==> src/rtl/pmc_pkg.sv <==
package pmc_pkg;
  localparam int REG_W      = 8;
  localparam int DHF_BIT    = 1;
  localparam int IDLE_BIT   = 2;
  localparam int ENIDLE_BIT = 5;

  typedef enum logic [1:0] {
    PM_ACTIVE,
    PM_HALT,
    PM_IDLE,
    PM_OSC_WAIT
  } pmState_t;

  typedef struct packed {
    logic clrIdle;
    logic captureDhf;
  } pmcStrobe_t;
endpackage

==> src/rtl/pmc_sync.sv <==
module pmc_sync #(
  parameter int   STAGES  = 2,
  parameter logic RST_VAL = 1'b0
) (
  input  logic clk,
  input  logic rstN,
  input  logic din,
  output logic dout
);
  logic [STAGES-1:0] chain;

  always_ff @(posedge clk or negedge rstN) begin
    if (!rstN) chain <= {STAGES{RST_VAL}};
    else       chain <= {chain[STAGES-2:0], din};
  end

  assign dout = chain[STAGES-1];
endmodule

==> src/rtl/pmc_datapath.sv <==
module pmc_datapath
  import pmc_pkg::*;
#(
  parameter int SYNC_STAGES = 2
) (
  input  logic             clk,
  input  logic             rstN,
  input  logic             regWrEn,
  input  logic [REG_W-1:0] regWrData,
  output logic [REG_W-1:0] regRdData,
  input  logic             wakeMaskable,
  input  logic             wakeNmiN,
  input  logic             wakeDbgN,
  input  logic             devMode,
  input  logic             intAck,
  input  pmcStrobe_t       strobe,
  output logic             wakePending,
  output logic             idleReq,
  output logic             enIdle,
  output logic             hfOffLatched
);
  localparam int         NUM_SRC  = 3;
  localparam logic [2:0] SYNC_RST = 3'b110;

  logic [NUM_SRC-1:0] rawSrc;
  logic [NUM_SRC-1:0] syncSrc;
  logic               prevNmi, prevDbg;
  logic               nmiFall, dbgFall, wakeEvent;
  logic               dhfBit;

  assign rawSrc = {wakeDbgN, wakeNmiN, wakeMaskable};

  for (genvar i = 0; i < NUM_SRC; i++) begin : g_sync
    pmc_sync #(.STAGES(SYNC_STAGES), .RST_VAL(SYNC_RST[i])) i_sync (
      .clk (clk),
      .rstN(rstN),
      .din (rawSrc[i]),
      .dout(syncSrc[i])
    );
  end

  always_ff @(posedge clk or negedge rstN) begin
    if (!rstN) begin
      prevNmi <= 1'b1;
      prevDbg <= 1'b1;
    end else begin
      prevNmi <= syncSrc[1];
      prevDbg <= syncSrc[2];
    end
  end

  assign nmiFall   = prevNmi & ~syncSrc[1];
  assign dbgFall   = prevDbg & ~syncSrc[2] & devMode;
  assign wakeEvent = syncSrc[0] | nmiFall | dbgFall;

  always_ff @(posedge clk or negedge rstN) begin
    if (!rstN)          wakePending <= 1'b0;
    else if (wakeEvent) wakePending <= 1'b1;
    else if (intAck)    wakePending <= 1'b0;
  end

  always_ff @(posedge clk or negedge rstN) begin
    if (!rstN) begin
      dhfBit  <= 1'b0;
      idleReq <= 1'b0;
      enIdle  <= 1'b0;
    end else begin
      if (regWrEn) begin
        dhfBit <= regWrData[DHF_BIT];
        enIdle <= regWrData[ENIDLE_BIT];
      end
      if (strobe.clrIdle)  idleReq <= 1'b0;
      else if (regWrEn)    idleReq <= regWrData[IDLE_BIT];
    end
  end

  always_ff @(posedge clk or negedge rstN) begin
    if (!rstN)                 hfOffLatched <= 1'b0;
    else if (strobe.captureDhf) hfOffLatched <= dhfBit;
  end

  always_comb begin
    regRdData             = '0;
    regRdData[DHF_BIT]    = dhfBit;
    regRdData[IDLE_BIT]   = idleReq;
    regRdData[ENIDLE_BIT] = enIdle;
  end
endmodule

==> src/rtl/pmc_ctrl.sv <==
module pmc_ctrl
  import pmc_pkg::*;
(
  input  logic       clk,
  input  logic       rstN,
  input  logic       waitReq,
  input  logic       hfStable,
  input  logic       wakePending,
  input  logic       idleReq,
  input  logic       enIdle,
  input  logic       hfOffLatched,
  output pmcStrobe_t strobe,
  output logic       coreClkEn,
  output logic       hfOscEn,
  output logic       coreHalt
);
  pmState_t state, nextState;

  always_ff @(posedge clk or negedge rstN) begin
    if (!rstN) state <= PM_ACTIVE;
    else       state <= nextState;
  end

  always_comb begin
    nextState = state;
    strobe    = '0;
    unique case (state)
      PM_ACTIVE: begin
        if (waitReq && !wakePending) begin
          if (idleReq && enIdle) begin
            nextState         = PM_IDLE;
            strobe.captureDhf = 1'b1;
          end else begin
            nextState = PM_HALT;
          end
        end
      end
      PM_HALT: begin
        if (wakePending) nextState = PM_ACTIVE;
      end
      PM_IDLE: begin
        if (wakePending) begin
          strobe.clrIdle = 1'b1;
          nextState      = hfOffLatched ? PM_OSC_WAIT : PM_ACTIVE;
        end
      end
      PM_OSC_WAIT: begin
        if (hfStable) nextState = PM_ACTIVE;
      end
      default: nextState = PM_ACTIVE;
    endcase
  end

  assign coreClkEn = (state == PM_ACTIVE) || (state == PM_HALT);
  assign hfOscEn   = !((state == PM_IDLE) && hfOffLatched);
  assign coreHalt  = (state != PM_ACTIVE);
endmodule

==> src/rtl/pwr_mode_ctrl.sv <==
module pwr_mode_ctrl
  import pmc_pkg::*;
#(
  parameter int SYNC_STAGES = 2
) (
  input  logic             clk,
  input  logic             rstN,
  input  logic             regWrEn,
  input  logic [REG_W-1:0] regWrData,
  output logic [REG_W-1:0] regRdData,
  input  logic             waitReq,
  input  logic             intAck,
  input  logic             wakeMaskable,
  input  logic             wakeNmiN,
  input  logic             wakeDbgN,
  input  logic             devMode,
  input  logic             hfStable,
  output logic             wakePending,
  output logic             coreClkEn,
  output logic             hfOscEn,
  output logic             coreHalt
);
  pmcStrobe_t strobe;
  logic       idleReq, enIdle, hfOffLatched;

  pmc_datapath #(.SYNC_STAGES(SYNC_STAGES)) i_datapath (
    .clk         (clk),
    .rstN        (rstN),
    .regWrEn     (regWrEn),
    .regWrData   (regWrData),
    .regRdData   (regRdData),
    .wakeMaskable(wakeMaskable),
    .wakeNmiN    (wakeNmiN),
    .wakeDbgN    (wakeDbgN),
    .devMode     (devMode),
    .intAck      (intAck),
    .strobe      (strobe),
    .wakePending (wakePending),
    .idleReq     (idleReq),
    .enIdle      (enIdle),
    .hfOffLatched(hfOffLatched)
  );

  pmc_ctrl i_ctrl (
    .clk         (clk),
    .rstN        (rstN),
    .waitReq     (waitReq),
    .hfStable    (hfStable),
    .wakePending (wakePending),
    .idleReq     (idleReq),
    .enIdle      (enIdle),
    .hfOffLatched(hfOffLatched),
    .strobe      (strobe),
    .coreClkEn   (coreClkEn),
    .hfOscEn     (hfOscEn),
    .coreHalt    (coreHalt)
  );
endmodule

==> config.mk <==
export PLATFORM = sky130hd
export DESIGN_NAME = pwr_mode_ctrl
export DESIGN_NICKNAME = d
export VERILOG_FILES = /design/src/rtl/pmc_pkg.sv /design/src/rtl/pmc_sync.sv /design/src/rtl/pmc_datapath.sv /design/src/rtl/pmc_ctrl.sv /design/src/rtl/pwr_mode_ctrl.sv
export SDC_FILE = /design/constraint.sdc
export NUM_CORES = 1
export LEC_CHECK = 0
export BUFFER_PORTS_ARGS = -buffer_cell sky130_fd_sc_hd__clkbuf_2
export CORE_MARGIN = 2
export CORE_UTILIZATION = 40
export CTS_BUF_LIST = sky130_fd_sc_hd__clkbuf_2
export DETAILED_ROUTE_END_ITERATION = 6
export PLACE_DENSITY = 0.73
export REMOVE_ABC_BUFFERS = 1
export SLEW_MARGIN = 20
export SYNTH_ARGS = -nofsm -noshare
export SYNTH_HDL_FRONTEND = slang
export SYNTH_SLANG_ARGS = --single-unit
export TNS_END_PERCENT = 1
==> constraint.sdc <==
create_clock -name clk -period 1.67 [get_ports clk]
set_input_delay 0.167 -clock clk [delete_from_list [all_inputs] [get_ports clk]]
set_output_delay 0.167 -clock clk [all_outputs]
set_load 0.01 [all_outputs]
# After elaboration in Yosys (flattened, before gate mapping)
# Cells that the tools add are included.
[word_totals]
ff_bits = 15
inputBits = 18
word_cells = 52
output_inout_bits = 12
[op_classes]
eq_ne = 7
reduce_logical = 11
bitwise_logic = 7
n_mux = 16
[op_table]
columns = ["operator", "n"]
rows = [
  ["$mux 2", 6],
  ["$mux 1", 9],
  ["$pmux 2 s4", 1],
  ["$ne 2x2->1 const B", 3],
  ["$reduce_bool 2->1", 3],
  ["$eq 2x2->1 const B", 2],
  ["$reduce_and 4->1", 1],
  ["$and 1x1->1", 3],
  ["$logic_and 1x1->1", 3],
  ["$eq 2x1->1 const B", 1],
  ["$logic_not 1->1", 2],
  ["$logic_not 2->1", 1],
  ["$ne 2x1->1 const B", 1],
  ["$not 1->1", 2],
  ["$or 1x1->1", 2],
  ["$logic_or 1x1->1", 1],
]

# Logic depth before layout (Yosys ltp)
[logic_depth]
word_depth = 5
depth_mapped = 3
ltp_nobuf = 3

# By module
# Synthesis repeated with hierarchy kept, for this count alone.
[hier_totals]
cells_unflattened = 48
hier_area_um2 = 618.1
[by_module_without_submodules]
columns = ["mod", "seq_area_each_um2", "n_inst", "cells_each", "area_per_inst_um2"]
rows = [
  ["pmc_datapath", 177.7, 1, 25, 317.8],
  ["pmc_ctrl", 50.0, 1, 17, 145.1],
  ["pmc_sync at i_datapath.g_sync[1].i_sync ...", 52.6, 2, 2, 52.6],
  ["pmc_sync at i_datapath.g_sync[0].i_sync", 50.0, 1, 2, 50.0],
]

# Least setup slack after synthesis
# No wires, ideal clock.
[synth_path]
kind = "register to register"
from = "reg i_ctrl.state[0]"
to = "reg i_datapath.hfOffLatched"
n_path_buf = 0
arrival_time_ns = 1.149
period_less_slack_ns = 1.277
setup_ns = 0.128
stages_incl_launch_ff = 4
required_time_ns = 1.542
slack_ns = 0.393
cell_sequence = "dfrtp_1 -> or2_4 -> nor3_2 -> mux2_1"
[synth_via]
elab_chain_len = 2
[synth_rtl]
columns = ["item", "line_no", "text"]
rows = [
  ["start, declared", "pmc_ctrl.sv:17", "pmState_t state, nextState;"],
  ["start signal, assigned", "pmc_ctrl.sv:21", "else state <= nextState;"],
  ["$logic_not 2->1", "pmc_ctrl.sv:27", "unique case (state)"],
  ["$mux 1", "pmc_ctrl.sv:27", ""],
  ["end signal, assigned", "pmc_datapath.sv:79", "else if (strobe.captureDhf) hfOffLatched <= dhfBit;"],
  ["end, declared", "pmc_datapath.sv:20", "output logic hfOffLatched"],
]
# Every way passes these cells.
# A chain may end at the register's enable or synchronous reset.

# Worst setup path in the final report
# Same ends and word-level chain as after synthesis.

==> impl_metrics.py <==
metrics = {
    "worst_hold_path": {
        "min_path_cells": 2,
        "min_path_type": "input port to flop",
        "worstHoldStart": "regWrData[1]",
        "holdPathEnd": "i_datapath.dhfBit",
    },
    "floorplanning": {
        "die_h_um": 43.3,
        "row_count": 14,
        "dieWidth_um": 43.3,
        "core_region_area_sq_mm": 0.00147,
        "io_pins": 30,
        "start_util_pct": 41.9,
        "dieArea_sq_mm": 0.00187,
    },
    "synthesis": {
        "ys_warn_count": 0,
        "syn_inst": 49,
        "yosysSeqAreaShare_pct": 62.1,
        "synth_top_area_share_pct": 36.5,
        "ys_ff_latch": 15,
        "synthTopCellsByArea": "dfrtp_1 37%, dfstp_2 26%, buf_4 9.7%",
        "synth_cell_type_count": 22,
        "syn_area_per_cell_sq_um": 12.6,
        "netlist_area_sq_um": 617,
        "yosysTopAreaCell": "dfrtp_1",
    },
    "power_and_ir_drop": {
        "powerDensity_mw_per_mm2": 929,
        "peakVddDrop_uv": 483,
        "leakagePower_nw": 0.363,
    },
    "grt": {
        "overflow": 0,
        "grtUsageMet1_pct": 13.2,
        "grt_use_met2_pct": 23.0,
        "grt_usage_pct": 13.2,
        "antenna_found_initial": 0,
        "met3_usage_pct": 2.55,
        "grt_max_degree": 16,
        "first_global_vias": 443,
        "grt_pass1_wl_um": 1720,
        "globalRoute.busiestLayer": "met2",
    },
    "timing": {
        "clock_skew_ns": 0.00640,
        "hold_viol_final": 0,
        "whs_ns": 0.0968,
        "fin_tns_setup_ns": 0,
        "max_freq_ghz": 0.739,
        "rsz0062_at_grt": "false",
        "worst_slack_ns": 0.317,
        "drv_slew": 0,
        "setup_viol_count_final": 0,
        "min_period_over_period_pct": 81.0,
        "min_period_ns": 1.35,
    },
    "worst_setup_path": {
        "worst_setup_path_end_kind": "flop",
        "start_kind": "flop",
        "reg2reg_slack_ns": 0.32,
        "crit_arrival_ns": 1.52,
        "worstPathRequired_ns": 1.84,
        "r2r-start": "i_ctrl.state[0]",
        "reg2reg_depth": 3,
        "cp_max_fo": 6,
        "reg2reg_to": "i_datapath.hfOffLatched",
        "crit_type": "flop to flop",
    },
    "finish": {
        "final_common_cell": "clkbuf_2",
        "regMostFlops": "i_datapath.g_sync.i_sync.chain",
        "largest_reg_flops": 6,
        "drive_gt1_share_pct": 44.4,
        "fin_util_pct": 50.8,
        "fin_area_sq_um": 747,
        "final_nets": 91,
        "nFillCells": 145,
        "mostFrequentLayoutCells": "23 x clkbuf_2, 9 x dfrtp_1, 6 x dfstp_2, 5 x conb_1, 4 x dlygate4sd3_1",
        "syn_to_final_growth_pct": 21.1,
        "antenna_cells": 0,
        "layout_top_registers": "i_datapath.g_sync.i_sync.chain (6), i_ctrl.state (2)",
    },
    "clock_tree": {
        "h-tree-depth": 1,
        "cts_resized": 0,
        "cts_max_path_buffers": 2,
        "cts.sinks": 15,
        "cts_root_buf": "clkbuf_2",
        "cts_buffers": 3,
        "cts_tree": "done",
        "clkSlewWorstSetupHoldPaths_ns": 0.13,
        "clk_latency_ns": 0.27,
    },
    "routing": {
        "first_pass_iters": 3,
        "ant_nets": 0,
        "via_per_inst": 4.77,
        "routed_wl_um": 964,
        "route.vias.total": 420,
        "wl_per_cell_um": 11.0,
        "drt_iter0_drc": 2,
        "drt_drc_violations_left": 0,
    },
    "job": {
        "cap_viol_max_count": 0,
    },
    "place": {
        "dp_hpwl_um": 724,
        "placed_area_sq_um": 687,
        "portBuffers": 19,
        "gp_congestion": 0.734,
        "pre_cts_ws_ns": 0.322,
    },
    "run_status": {
        "status": "finished, final reports clean",
    },
}
per-layer routing:
metal  vias up  wire length, um  part of all wire, %
met1       201              379                   39
met3         5               45                  4.7
met4         0               38                  3.9
met5         -                0                    0
met2        15              500                   52
li1        199                -                    -
Yosys cell counts (all sizes together):
| master | number |
|---|---|
| dfrtp | 9 |
| buf | 8 |
| dfstp | 6 |
| mux2 | 4 |
| inv | 3 |
| nand2 | 3 |
| o21ai | 3 |
| a21boi | 1 |
| a21oi | 1 |
| a221oi | 1 |
| a31oi | 1 |
| conb | 1 |
| mux2i | 1 |
| nand3 | 1 |
| nand3b | 1 |
| nor2 | 1 |
| nor2b | 1 |
| nor3 | 1 |
| o311ai | 1 |
| or2 | 1 |
power breakdown:
group	total, mW	switching [mW]	internal [mW]
combinational	0.100	0.0470	0.0531
clock	0.167	0.104	0.0635
sequential	0.427	0.0270	0.400
total	0.694	0.178	0.517
worst max path at each step:
stage | from | endpoint | slack, ns | cells after the start
after floorplan | i_ctrl.state[0] | i_datapath.hfOffLatched | 0.39 | 3
after global placement | i_ctrl.state[0] | i_datapath.hfOffLatched | 0.36 | 3
after detailed placement | i_ctrl.state[0] | i_datapath.hfOffLatched | 0.32 | 3
after CTS | i_ctrl.state[0] | i_datapath.hfOffLatched | 0.30 | 3
after global routing | i_ctrl.state[0] | i_datapath.hfOffLatched | 0.24 | 3
final | i_ctrl.state[0] | i_datapath.hfOffLatched | 0.32 | 3
critical path: stages (launching register included):
cell and delay [ns]:
dfrtp_1 0.46, or2_4 0.28, nor3_2 0.17, mux2_1 0.34
cells by family (layout without fill, tap and decap cells):
family          Yosys count  in the layout  share of synthesized area [%]
flops                    15             15                           62.1
other cells               1              5                          0.608
mux                       5              5                           8.92
compound gates            8              8                           8.32
simple gates              9              9                           8.52
buf+inv                  11             30                           11.6
cell type report:
cell class / instances / area (sq um) / share of cell area [%]
clock buffers: 4 / 20.0 / 2.68
repair buffers: 23 / 135 / 18.1
flip-flops and latches: 15 / 383 / 51.3
well taps: 16 / 20.0 / 2.68
multi-input cells: 27 / 178 / 23.8
inverters: 3 / 11.3 / 1.51
metrics by stage:
stage | std cells | total power, mW
3_5_place_dp | 80 | 0.529
3_3_place_gp | 80 | 0.522
4_1_cts | 88 | 0.706
6_report | 88 | 0.694
5_1_grt | 88 | 0.737
2_1_floorplan | 45 | 0.480
timing repair:
item	in CTS	in global routing
hold buffers	4	0
buffers inserted	0	0
hold endpoints to repair	12	0
No activity file was read; power rests on OpenSTA's default activity.
